[src/rtl/dma_addr_gen_pkg.sv]
package dma_addr_gen_pkg;
  typedef enum logic [2:0] {
    AG_CONST = 3'd0,
    AG_INC   = 3'd1,
    AG_DEC   = 3'd2,
    AG_IDX1  = 3'd3,
    AG_IDX2  = 3'd4
  } agMode_t;

  typedef struct packed {
    logic load;      // capture configuration, go to start address
    logic advance;   // step to next address
    logic restart;   // block finished, return to start address
    logic frameEnd;  // current element closes its frame
  } agStrobe_t;
endpackage

[src/rtl/dma_addr_gen_ctrl.sv]
module dma_addr_gen_ctrl
  import dma_addr_gen_pkg::*;
#(
  parameter int CNT_W = 16,
  parameter int REP_W = 8
) (
  input  logic             clk,
  input  logic             rstN,
  input  logic             load,
  input  logic             accept,
  input  logic             abort,
  input  logic [CNT_W-1:0] elemPerFrame,
  input  logic [CNT_W-1:0] framesPerBlock,
  input  logic [REP_W-1:0] repeatCount,
  output agStrobe_t        strb,
  output logic             busy,
  output logic             frameDone,
  output logic             blockDone
);
  logic [CNT_W-1:0] elemCnt, frameCnt, epfReg, fpbReg;
  logic [REP_W-1:0] repLeft;
  logic lastElem, lastFrame, step;

  always_comb begin
    lastElem      = (elemCnt == CNT_W'(epfReg - 1'b1));
    lastFrame     = (frameCnt == CNT_W'(fpbReg - 1'b1));
    step          = busy && accept && !abort;
    strb.load     = load && !busy && !abort;
    strb.advance  = step && !(lastElem && lastFrame);
    strb.restart  = step && lastElem && lastFrame;
    strb.frameEnd = lastElem;
  end

  always_ff @(posedge clk or negedge rstN) begin
    if (!rstN) begin
      busy <= 1'b0; frameDone <= 1'b0; blockDone <= 1'b0;
      elemCnt <= '0; frameCnt <= '0; epfReg <= '0; fpbReg <= '0; repLeft <= '0;
    end else begin
      frameDone <= 1'b0;
      blockDone <= 1'b0;
      if (abort) begin
        busy <= 1'b0; elemCnt <= '0; frameCnt <= '0;
      end else if (strb.load) begin
        busy <= 1'b1; elemCnt <= '0; frameCnt <= '0;
        epfReg <= elemPerFrame; fpbReg <= framesPerBlock; repLeft <= repeatCount;
      end else if (step) begin
        frameDone <= lastElem;
        blockDone <= lastElem && lastFrame;
        if (lastElem) begin
          elemCnt <= '0;
          frameCnt <= lastFrame ? '0 : frameCnt + 1'b1;
        end else begin
          elemCnt <= elemCnt + 1'b1;
        end
        if (lastElem && lastFrame) begin
          if (repLeft == '0) busy <= 1'b0;
          else if (!repLeft[REP_W-1]) repLeft <= repLeft - 1'b1;
        end
      end
    end
  end

  p_abort_idle_r11: assert property (@(posedge clk) disable iff (!rstN)
    abort |=> (!busy && !frameDone && !blockDone));
  p_load_ignored_r10: assert property (@(posedge clk) disable iff (!rstN)
    (busy && load && !abort && !accept) |=> busy);
  p_idle_quiet_r12: assert property (@(posedge clk) disable iff (!rstN)
    !busy |=> (!frameDone && !blockDone));
  p_block_is_frame_r8: assert property (@(posedge clk) disable iff (!rstN)
    blockDone |-> frameDone);
endmodule

[src/rtl/dma_addr_gen_dp.sv]
module dma_addr_gen_dp
  import dma_addr_gen_pkg::*;
#(
  parameter int ADDR_W = 32,
  parameter int SKIP_W = 16
) (
  input  logic              clk,
  input  logic              rstN,
  input  agStrobe_t         strb,
  input  logic [ADDR_W-1:0] startAddr,
  input  logic [2:0]        addrMode,
  input  logic [1:0]        sizeCode,
  input  logic [SKIP_W-1:0] elemSkip,
  input  logic [SKIP_W-1:0] frameSkip,
  output logic [ADDR_W-1:0] addr
);
  localparam int EXT_W = ADDR_W - SKIP_W;

  agMode_t           modeReg;
  logic [1:0]        sizeReg;
  logic [ADDR_W-1:0] startReg, sizeBytes, eskExt, fskExt, stride;

  always_comb begin
    sizeBytes = ADDR_W'(1) << sizeReg;
    eskExt    = {{EXT_W{elemSkipReg[SKIP_W-1]}}, elemSkipReg};
    fskExt    = {{EXT_W{frameSkipReg[SKIP_W-1]}}, frameSkipReg};
    case (modeReg)
      AG_INC:  stride = sizeBytes;
      AG_DEC:  stride = -sizeBytes;
      AG_IDX1: stride = sizeBytes + eskExt;
      AG_IDX2: stride = sizeBytes + eskExt + (strb.frameEnd ? fskExt : '0);
      default: stride = '0;
    endcase
  end

  logic [SKIP_W-1:0] elemSkipReg, frameSkipReg;

  always_ff @(posedge clk or negedge rstN) begin
    if (!rstN) begin
      addr <= '0; startReg <= '0; modeReg <= AG_CONST; sizeReg <= '0;
      elemSkipReg <= '0; frameSkipReg <= '0;
    end else if (strb.load) begin
      addr <= startAddr; startReg <= startAddr; modeReg <= agMode_t'(addrMode);
      sizeReg <= sizeCode; elemSkipReg <= elemSkip; frameSkipReg <= frameSkip;
    end else if (strb.restart) begin
      addr <= startReg;
    end else if (strb.advance) begin
      addr <= addr + stride;
    end
  end

  p_const_hold_r3: assert property (@(posedge clk) disable iff (!rstN)
    (modeReg == AG_CONST && !strb.load) |=> addr == $past(addr));
  p_no_strobe_hold_r12: assert property (@(posedge clk) disable iff (!rstN)
    (!strb.load && !strb.advance && !strb.restart) |=> $stable(addr));
  p_restart_start_r8: assert property (@(posedge clk) disable iff (!rstN)
    strb.restart |=> addr == startReg);
endmodule

[src/rtl/dma_addr_gen.sv]
module dma_addr_gen
  import dma_addr_gen_pkg::*;
#(
  parameter int ADDR_W = 32,
  parameter int CNT_W  = 16,
  parameter int SKIP_W = 16,
  parameter int REP_W  = 8
) (
  input  logic              clk,
  input  logic              rstN,
  input  logic              load,
  input  logic [ADDR_W-1:0] startAddr,
  input  logic [2:0]        addrMode,
  input  logic [1:0]        sizeCode,
  input  logic [CNT_W-1:0]  elemPerFrame,
  input  logic [CNT_W-1:0]  framesPerBlock,
  input  logic [SKIP_W-1:0] elemSkip,
  input  logic [SKIP_W-1:0] frameSkip,
  input  logic [REP_W-1:0]  repeatCount,
  input  logic              accept,
  input  logic              abort,
  output logic [ADDR_W-1:0] addr,
  output logic              busy,
  output logic              frameDone,
  output logic              blockDone
);
  agStrobe_t strb;

  dma_addr_gen_ctrl #(.CNT_W(CNT_W), .REP_W(REP_W)) ctrl_i (
    .clk(clk), .rstN(rstN), .load(load), .accept(accept), .abort(abort),
    .elemPerFrame(elemPerFrame), .framesPerBlock(framesPerBlock),
    .repeatCount(repeatCount), .strb(strb), .busy(busy),
    .frameDone(frameDone), .blockDone(blockDone)
  );

  dma_addr_gen_dp #(.ADDR_W(ADDR_W), .SKIP_W(SKIP_W)) dp_i (
    .clk(clk), .rstN(rstN), .strb(strb), .startAddr(startAddr),
    .addrMode(addrMode), .sizeCode(sizeCode), .elemSkip(elemSkip),
    .frameSkip(frameSkip), .addr(addr)
  );
endmodule

[config.mk]
export PLATFORM = sky130hd
export DESIGN_NAME = dma_addr_gen
export DESIGN_NICKNAME = d
export VERILOG_FILES = /design/src/rtl/dma_addr_gen_pkg.sv /design/src/rtl/dma_addr_gen_ctrl.sv /design/src/rtl/dma_addr_gen_dp.sv /design/src/rtl/dma_addr_gen.sv
export SDC_FILE = /design/constraint.sdc
export NUM_CORES = 1
export LEC_CHECK = 0
export ABC_AREA = 1
export BUFFER_PORTS_ARGS = -buffer_cell sky130_fd_sc_hd__buf_2
export CORE_MARGIN = 1.5
export CORE_UTILIZATION = 53
export DETAILED_ROUTE_END_ITERATION = 7
export PLACE_DENSITY_LB_ADDON = 0.05
export SYNTH_ARGS = -nofsm -noshare
export SYNTH_HDL_FRONTEND = slang
export SYNTH_SLANG_ARGS = --single-unit
[constraint.sdc]
create_clock -name clk -period 8.55 [get_ports clk]
set_clock_uncertainty 0.15 [all_clocks]
set_input_delay 1.71 -clock clk [delete_from_list [all_inputs] [get_ports clk]]
set_output_delay 1.71 -clock clk [all_outputs]
set_load 0.1 [all_outputs]
==> results of run 1 <==
==> logic make-up after synthesis <==
kind of cell	after synthesis	synth area share, %
xor gates and xnor gates	92	5.956
and+or+nand+nor	947	30.49
adders and majority gates	76	7.129
muxes	2	0.1466
DFF	176	32.25
buffers and inverters	304	8.512
AOI/OAI and AO/OA	371	15.51
==> area by class of cell <==
cell class	instances	share of cell area (%)
multi-input combinational	1488	52.98
timing repair buffer	154	5.184
inverter	258	6.355
tap	330	2.703
clock buffer	18	2.875
antenna	1	0.01638
clock inverter	14	1.057
sequential	176	28.83
==> state kept, by name, summed over array words and instances, names as in the netlist, 2 cells and up <==
signal,cells
dp_i.modeReg,3
ctrl_i.frameCnt,16
dp_i.addr,32
ctrl_i.elemCnt,16
ctrl_i.epfReg,16
dp_i.sizeReg,2
ctrl_i.repLeft,8
dp_i.frameSkipReg,16
dp_i.elemSkipReg,16
ctrl_i.fpbReg,16
dp_i.startReg,32
==> where the power goes <==
part	switching, W	internal, W
Sequential	0.000193	0.00102
Combinational	0.00181	0.000714
Clock	0.000410	0.000405
Total	0.00241	0.00214
==> Yosys cell counts (3+ instances only) <==
master	n
a21o_1	4
nand3b_1	5
inv_2	8
o21bai_1	7
nand2_2	5
nand3_1	108
xor2_1	69
buf_1	9
nor3b_1	3
buf_2	5
o21ai_0	144
a22oi_1	4
nor2_1	158
fa_1	3
nor3_1	26
nor2_4	5
clkinv_1	4
ha_1	73
inv_1	245
nand3_2	4
nand4_1	30
nor4_1	9
xnor2_1	22
a21oi_2	3
a21boi_0	4
nand2_4	3
o221ai_1	5
dfrtp_1	176
o22ai_1	9
a31oi_1	19
o211ai_1	14
a21oi_1	122
o21ai_1	10
or2_2	8
nor2_2	11
and2_1	7
nand2_1	549
o21ai_2	7
clkbuf_1	29
or2_1	4
a221oi_1	4
==> worst max-delay path: cells and delay by family (launching register included) <==
| family | cells | cell delay (ps) |
|---|---|---|
| fa+ha+maj | 4 | 1200 |
| compound gates | 10 | 2090 |
| flops | 1 | 380 |
| simple gates | 22 | 3130 |
| xor+xnor | 1 | 290 |
| buf+inv | 3 | 210 |
==> routing by layer <==
layer  share of wire, %  wire [microns]
met1                 49           19590
met2                 42           16750
met3                6.9            2734
met4                1.9             742
met5              0.025              10
==> path summary, 6_finish.rpt <==
path,end,cells past startpoint,start
max,dp_i.addr[26],40,ctrl_i.epfReg[0]
max reg2reg,dp_i.addr[26],40,ctrl_i.epfReg[0]
min,dp_i.startReg[3],2,dp_i.startReg[3]
min in group asynchronous,ctrl_i.epfReg[5],1,rstN
min reg2reg,dp_i.startReg[3],2,dp_i.startReg[3]
max in group asynchronous,dp_i.addr[5],2,rstN
==> through the flow <==
| stage | instances | area (sq um) | total power (W) | hold slack [ps] |
|---|---|---|---|---|
| 6_report | 2439 | 15280 | 0.004551 | 322.1 |
| 5_1_grt | 2438 | 15270 | 0.004877 | 343.4 |
| 4_1_cts | 2438 | 15270 | 0.004542 | 323.5 |
| 3_5_place_dp | 2406 | 14670 | 0.003713 | 305.6 |
| 3_3_place_gp | 2406 | 14670 | 0.003694 | 298.1 |
| 2_1_floorplan | 1968 | 13660 | 0.003104 | 286.4 |
==> metrics.csv, run 1 <==
stage,metric,value,unit
global_route,grtUsageMet1,45.76,%
job,maxCapViolCount,0,
clocking,hold_buffers,0,
power,vdd_ir_drop_max,322.5,uV
global_route,grt_busiest_layer,met2,
timing,hold_viol,0,
timing,rsz0062_at_grt,no,
logic_synthesis,synth_cells,1968,
floorplan,die_w,163.5,microns
cells_and_area,final_util,60.49,%
detailed_routing,via_per_inst,5.474,
timing,setup_viol,0,
worst_setup_path,critPathKind,reg -> reg,
clocking,htree_levels,4,
floorplan,die_h,163.5,microns
worst_setup_path,rrSetupSlack,1050,ps
detailed_routing,wl_per_cell,16.33,microns
floorplan,pin_count,149,
logic_synthesis,ys_seq_area_share,32.25,%
worst_setup_path,cp-start-kind,flop,
global_route,grtUsageTotal,30.75,%
logic_synthesis,synth_top_area_share,32.25,%
floorplan,dieArea,26740,sq um
cells_and_area,final-seq-area,4404,sq um
cells_and_area,final_common_cell,nand2_1,
cells_and_area,final_cell_mix,"nand2_1, inv_1, dfrtp_1",
clocking,cts.clk_slew.worst_paths,80,ps
floorplan,start_util,54.07,%
global_route,use_met3,4.901,%
global_route,grt_pass1_vias,12710,
logic_synthesis,synth_area_leader_cell,dfrtp_1,
logic_synthesis,yosys-top-cells-area,"dfrtp_1, nand2_1, inv_1",
timing,tns,0,ps
worst_setup_path,crit_required,8780,ps
cells_and_area,multi_input_area,8094,sq um
detailed_routing,drc_errors,0,
logic_synthesis,syn-cell-area,13660,sq um
clocking,clock_latency,450,ps
global_route,grt_max_degree,98,
clocking,root_buffer,clkbuf_16,
detailed_routing,wl,39830,microns
detailed_routing,ant_nets,0,
logic_synthesis,synth_enable_flop_cells,0,
worst_setup_path,cpMostUsedCell,nand2_1,
worst_setup_path,cp_slowest_cell,o21ai_0,
clocking,cts_tree,done,
clocking,clockBufferDepth,2,
clocking,cts.repair.resized,0,
logic_synthesis,ys.flop_type,dfrtp_1,
global_route,grt_overflow,0,
global_route,grt_pass1_wl,64630,microns
logic_synthesis,avgSynthCellArea,6.939,sq um
detailed_routing,dr_total_vias,13350,
clocking,cts_buffers,17,
global_route,antenna_found_initial,1,
hold_path,hold_class,reg -> reg,
timing,relSlewSlack,24.85,%
worst_setup_path,cp.arrival,7740,ps
worst_setup_path,endpoint_kind,flop,
cells_and_area,finalNetCount,2285,
logic_synthesis,syn_nets,2158,
timing,timing.final.ws_setup,1047,ps
power,leakagePower,7.905,nW
floorplan,core,25250,sq um
status,status,"complete, no violations",
timing,max_freq,133.3,MHz
logic_synthesis,ys_ff_latch,176,
clocking,post_cts_buffers,0,
global_route,grt_use_met2,46.03,%
power,power_density,297.9,nW/um^2
timing,worstMarginPinSlew,1123,ps
cells_and_area,drive_gt1_share,12.19,%
timing,min_period,7503,ps
cells_and_area,areaGrowthSynthToFinish,11.88,%
floorplan,rows,58,
placement,port_buffers,148,
timing,fin_crit_sh,87.75,%
detailed_routing,drt_iter0_markers,1012,
placement,pre_cts_ws,1161,ps
placement,place_congestion,0.9281,
logic_synthesis,ys_async_sr_fraction,100.0,%
cells_and_area,nFillCells,2460,
worst_setup_path,cp_max_fo,16,
worst_setup_path,critical_path.max_stage_delay,590,ps
detailed_routing,dr.pass1.iters,5,
timing,slew_viol_final,0,
placement,dp_hpwl,30760,microns
logic_synthesis,synth_warnings,0,
clocking,clkSinkCount,176,
logic_synthesis,ys_types,66,
(Power assumes the default switching activity.)
==> run 2: changes to the inputs <==
--- a/config.mk
+++ b/config.mk
@@ -13,2 +13,3 @@
 export PLACE_DENSITY_LB_ADDON = 0.05
+export SLEW_MARGIN = 0
 export SYNTH_ARGS = -nofsm -noshare
==> constraint.sdc (replaced) <==
create_clock -name clk -period 6.4 [get_ports clk]
set_clock_uncertainty 0.15 [all_clocks]
set_input_delay 1.6 -clock clk [delete_from_list [all_inputs] [get_ports clk]]
set_output_delay 1.6 -clock clk [all_outputs]
set_load 0.1 [all_outputs]
==> run 2 against run 1 <==
Effect of this change: critical endpoint is now dp_i.addr[28]; wire length rose by 1.4%; register-to-register slack got worse by 690 ps; clock power rose by 35%; first-iteration DRC count rose by 12%; largest power group unchanged; final cell count rose by 1.8%.
==> metrics.csv, run 2 (synthesis results as in run 1) <==
stage,metric,value,unit
status,status,"complete, no violations",
global_route,grt_max_degree,177,
detailed_routing,ant_nets,0,
timing,hold_viol,0,
floorplan,pin_count,149,
clocking,clkSinkCount,176,
cells_and_area,final-seq-area,4404,sq um
worst_setup_path,cp_slowest_cell,ha_2,
cells_and_area,areaGrowthSynthToFinish,18.54,%
global_route,grt_pass1_vias,12430,
floorplan,core,25250,sq um
detailed_routing,dr_total_vias,13620,
timing,min_period,6045,ps
worst_setup_path,rrSetupSlack,360,ps
floorplan,start_util,54.07,%
cells_and_area,finalNetCount,2330,
power,seqPwrFrac,24.9,%
detailed_routing,drt_iter0_markers,1131,
detailed_routing,wl,40400,microns
power,p_int,0.003151,W
detailed_routing,wl_per_cell,16.26,microns
timing,max_freq,165.4,MHz
placement,dp_hpwl,30120,microns
worst_setup_path,cpMostUsedCell,nand2_1,
clocking,cts.clk_slew.worst_paths,90,ps
job,maxCapViolCount,0,
clocking,cts_buffers,17,
clocking,htree_levels,4,
timing,worstMarginPinSlew,1068,ps
floorplan,die_h,163.5,microns
cells_and_area,nFillCells,2346,
worst_setup_path,critPathKind,reg -> reg,
power,power_frac_comb,58.4,%
worst_setup_path,path_delay_family,simple AND/OR/NAND/NOR gates,
worst_setup_path,cp-start-kind,flop,
worst_setup_path,rr_endpoint,dp_i.addr[28],
global_route,grt_overflow,0,
worst_setup_path,critical_path.max_stage_delay,420,ps
hold_path,hold_end,dp_i.startReg[3],
timing,relSlewSlack,28.59,%
hold_path,hold-path-cell-count,2,
worst_setup_path,crit_required,6610,ps
cells_and_area,drive_gt1_share,19.23,%
detailed_routing,dr.pass1.iters,6,
clocking,clockBufferDepth,2,
cells_and_area,final_common_cell,nand2_1,
power,power_density,406.5,nW/um^2
worst_setup_path,cp_max_fo,6,
power,switchingPower,0.003429,W
power,swShare,52.11,%
power,vdd_ir_drop_max,405.1,uV
hold_path,hp-start,dp_i.startReg[3],
timing,fin_crit_sh,94.45,%
worst_setup_path,cp_num_buf_inv,4,
clocking,clock_latency,460,ps
power,leakagePower,8.174,nW
clocking,cts_tree,done,
global_route,antenna_found_initial,3,
worst_setup_path,reg2reg_depth,41,
cells_and_area,reg_top3,"dp_i.addr (32), dp_i.startReg (32)",
worst_setup_path,endpoint_kind,flop,
cells_and_area,final_cell_mix,"nand2_1, inv_1, dfrtp_1",
power,clkPwrFrac,16.7,%
cells_and_area,multi_input_area,8657,sq um
clocking,root_buffer,clkbuf_16,
placement,place_congestion,0.9576,
global_route,grt_pass1_wl,63030,microns
timing,whs,321.4,ps
timing,tns,0,ps
hold_path,hold_class,reg -> reg,
floorplan,die_w,163.5,microns
floorplan,dieArea,26740,sq um
detailed_routing,drc_errors,0,
floorplan,rows,58,
timing,slew_viol_final,0,
timing,setup_viol,0,
global_route,grtUsageTotal,30.00,%
detailed_routing,via_per_inst,5.484,
worst_setup_path,r2r-start,ctrl_i.epfReg[0],
worst_setup_path,cp.arrival,6250,ps
cells_and_area,final_util,64.10,%
placement,port_buffers,148,
[run 2: worst max path at each step]
stage,to,cells past startpoint,slack (ps),startpoint
global placement,dp_i.addr[27],39,30,ctrl_i.epfReg[0]
detailed placement,dp_i.addr[27],45,-90,ctrl_i.epfReg[1]
CTS,dp_i.addr[29],41,30,ctrl_i.epfReg[1]
floorplan,dp_i.addr[29],33,610,ctrl_i.epfReg[0]
global route,dp_i.addr[22],41,-80,ctrl_i.epfReg[0]
finish,dp_i.addr[28],41,360,ctrl_i.epfReg[0]
[run 2: power by group through the flow]
stage                     combinational, W  sequential [W]  clock, W
final                              0.00384         0.00164   0.00110
after global routing               0.00417         0.00166   0.00115
after CTS                          0.00343         0.00162   0.00111
after detailed placement           0.00340         0.00163         0
after global placement             0.00339         0.00163         0
after floorplan                    0.00186         0.00229         0
[run 2: cell type report]
cell class | count | share of cell area [%]
antenna | 1 | 0.01546
clock buffer | 18 | 2.651
clock inverter | 14 | 0.9971
inverter | 258 | 5.998
multi-input combinational | 1488 | 53.48
sequential | 176 | 27.21
tap | 330 | 2.551
timing repair buffer | 199 | 7.103
[run 2: worst register-to-register path: cells and delay by family, from the launching register on]
kind,cells,cell delay (ps)
adder cells (fa/ha/maj),4,1220
AND/OR/NAND/NOR,23,2780
buffers and inverters,4,270
XOR/XNOR,2,320
AO/OA/AOI/OAI,8,860
flip-flops,1,370
[run 2: routing by layer]
metal | routed length, microns | part of all wire, % | track usage, %
met1 | 20090 | 50 | 46.12
met2 | 17030 | 42 | 43.62
met3 | 2546 | 6.3 | 4.622
met4 | 692 | 1.7 | 7.231
met5 | 29 | 0.072 | 0
[run 2: per-stage QoR]
step / worst slack (ps) / instances / instance area [sq um] / total power [W]
after floorplan: 610.6 / 1968 / 13660 / 0.004147
after global placement: 25.09 / 2429 / 14860 / 0.005027
after detailed placement: -94.94 / 2429 / 14860 / 0.005039
after CTS: 32.72 / 2461 / 15460 / 0.006158
after global routing: -76.79 / 2484 / 16190 / 0.006981
final: 355.0 / 2484 / 16190 / 0.006580
[run 2: timing repair]
| action | in CTS | in global routing |
|---|---|---|
| pin swaps | 0 | 53 |
| endpoints found under the setup margin | 3 | 20 |
| hold buffers | 0 | 0 |
| gates resized for setup | 4 | 157 |
| cloned | 0 | 0 |
| setup buffers | 0 | 22 |
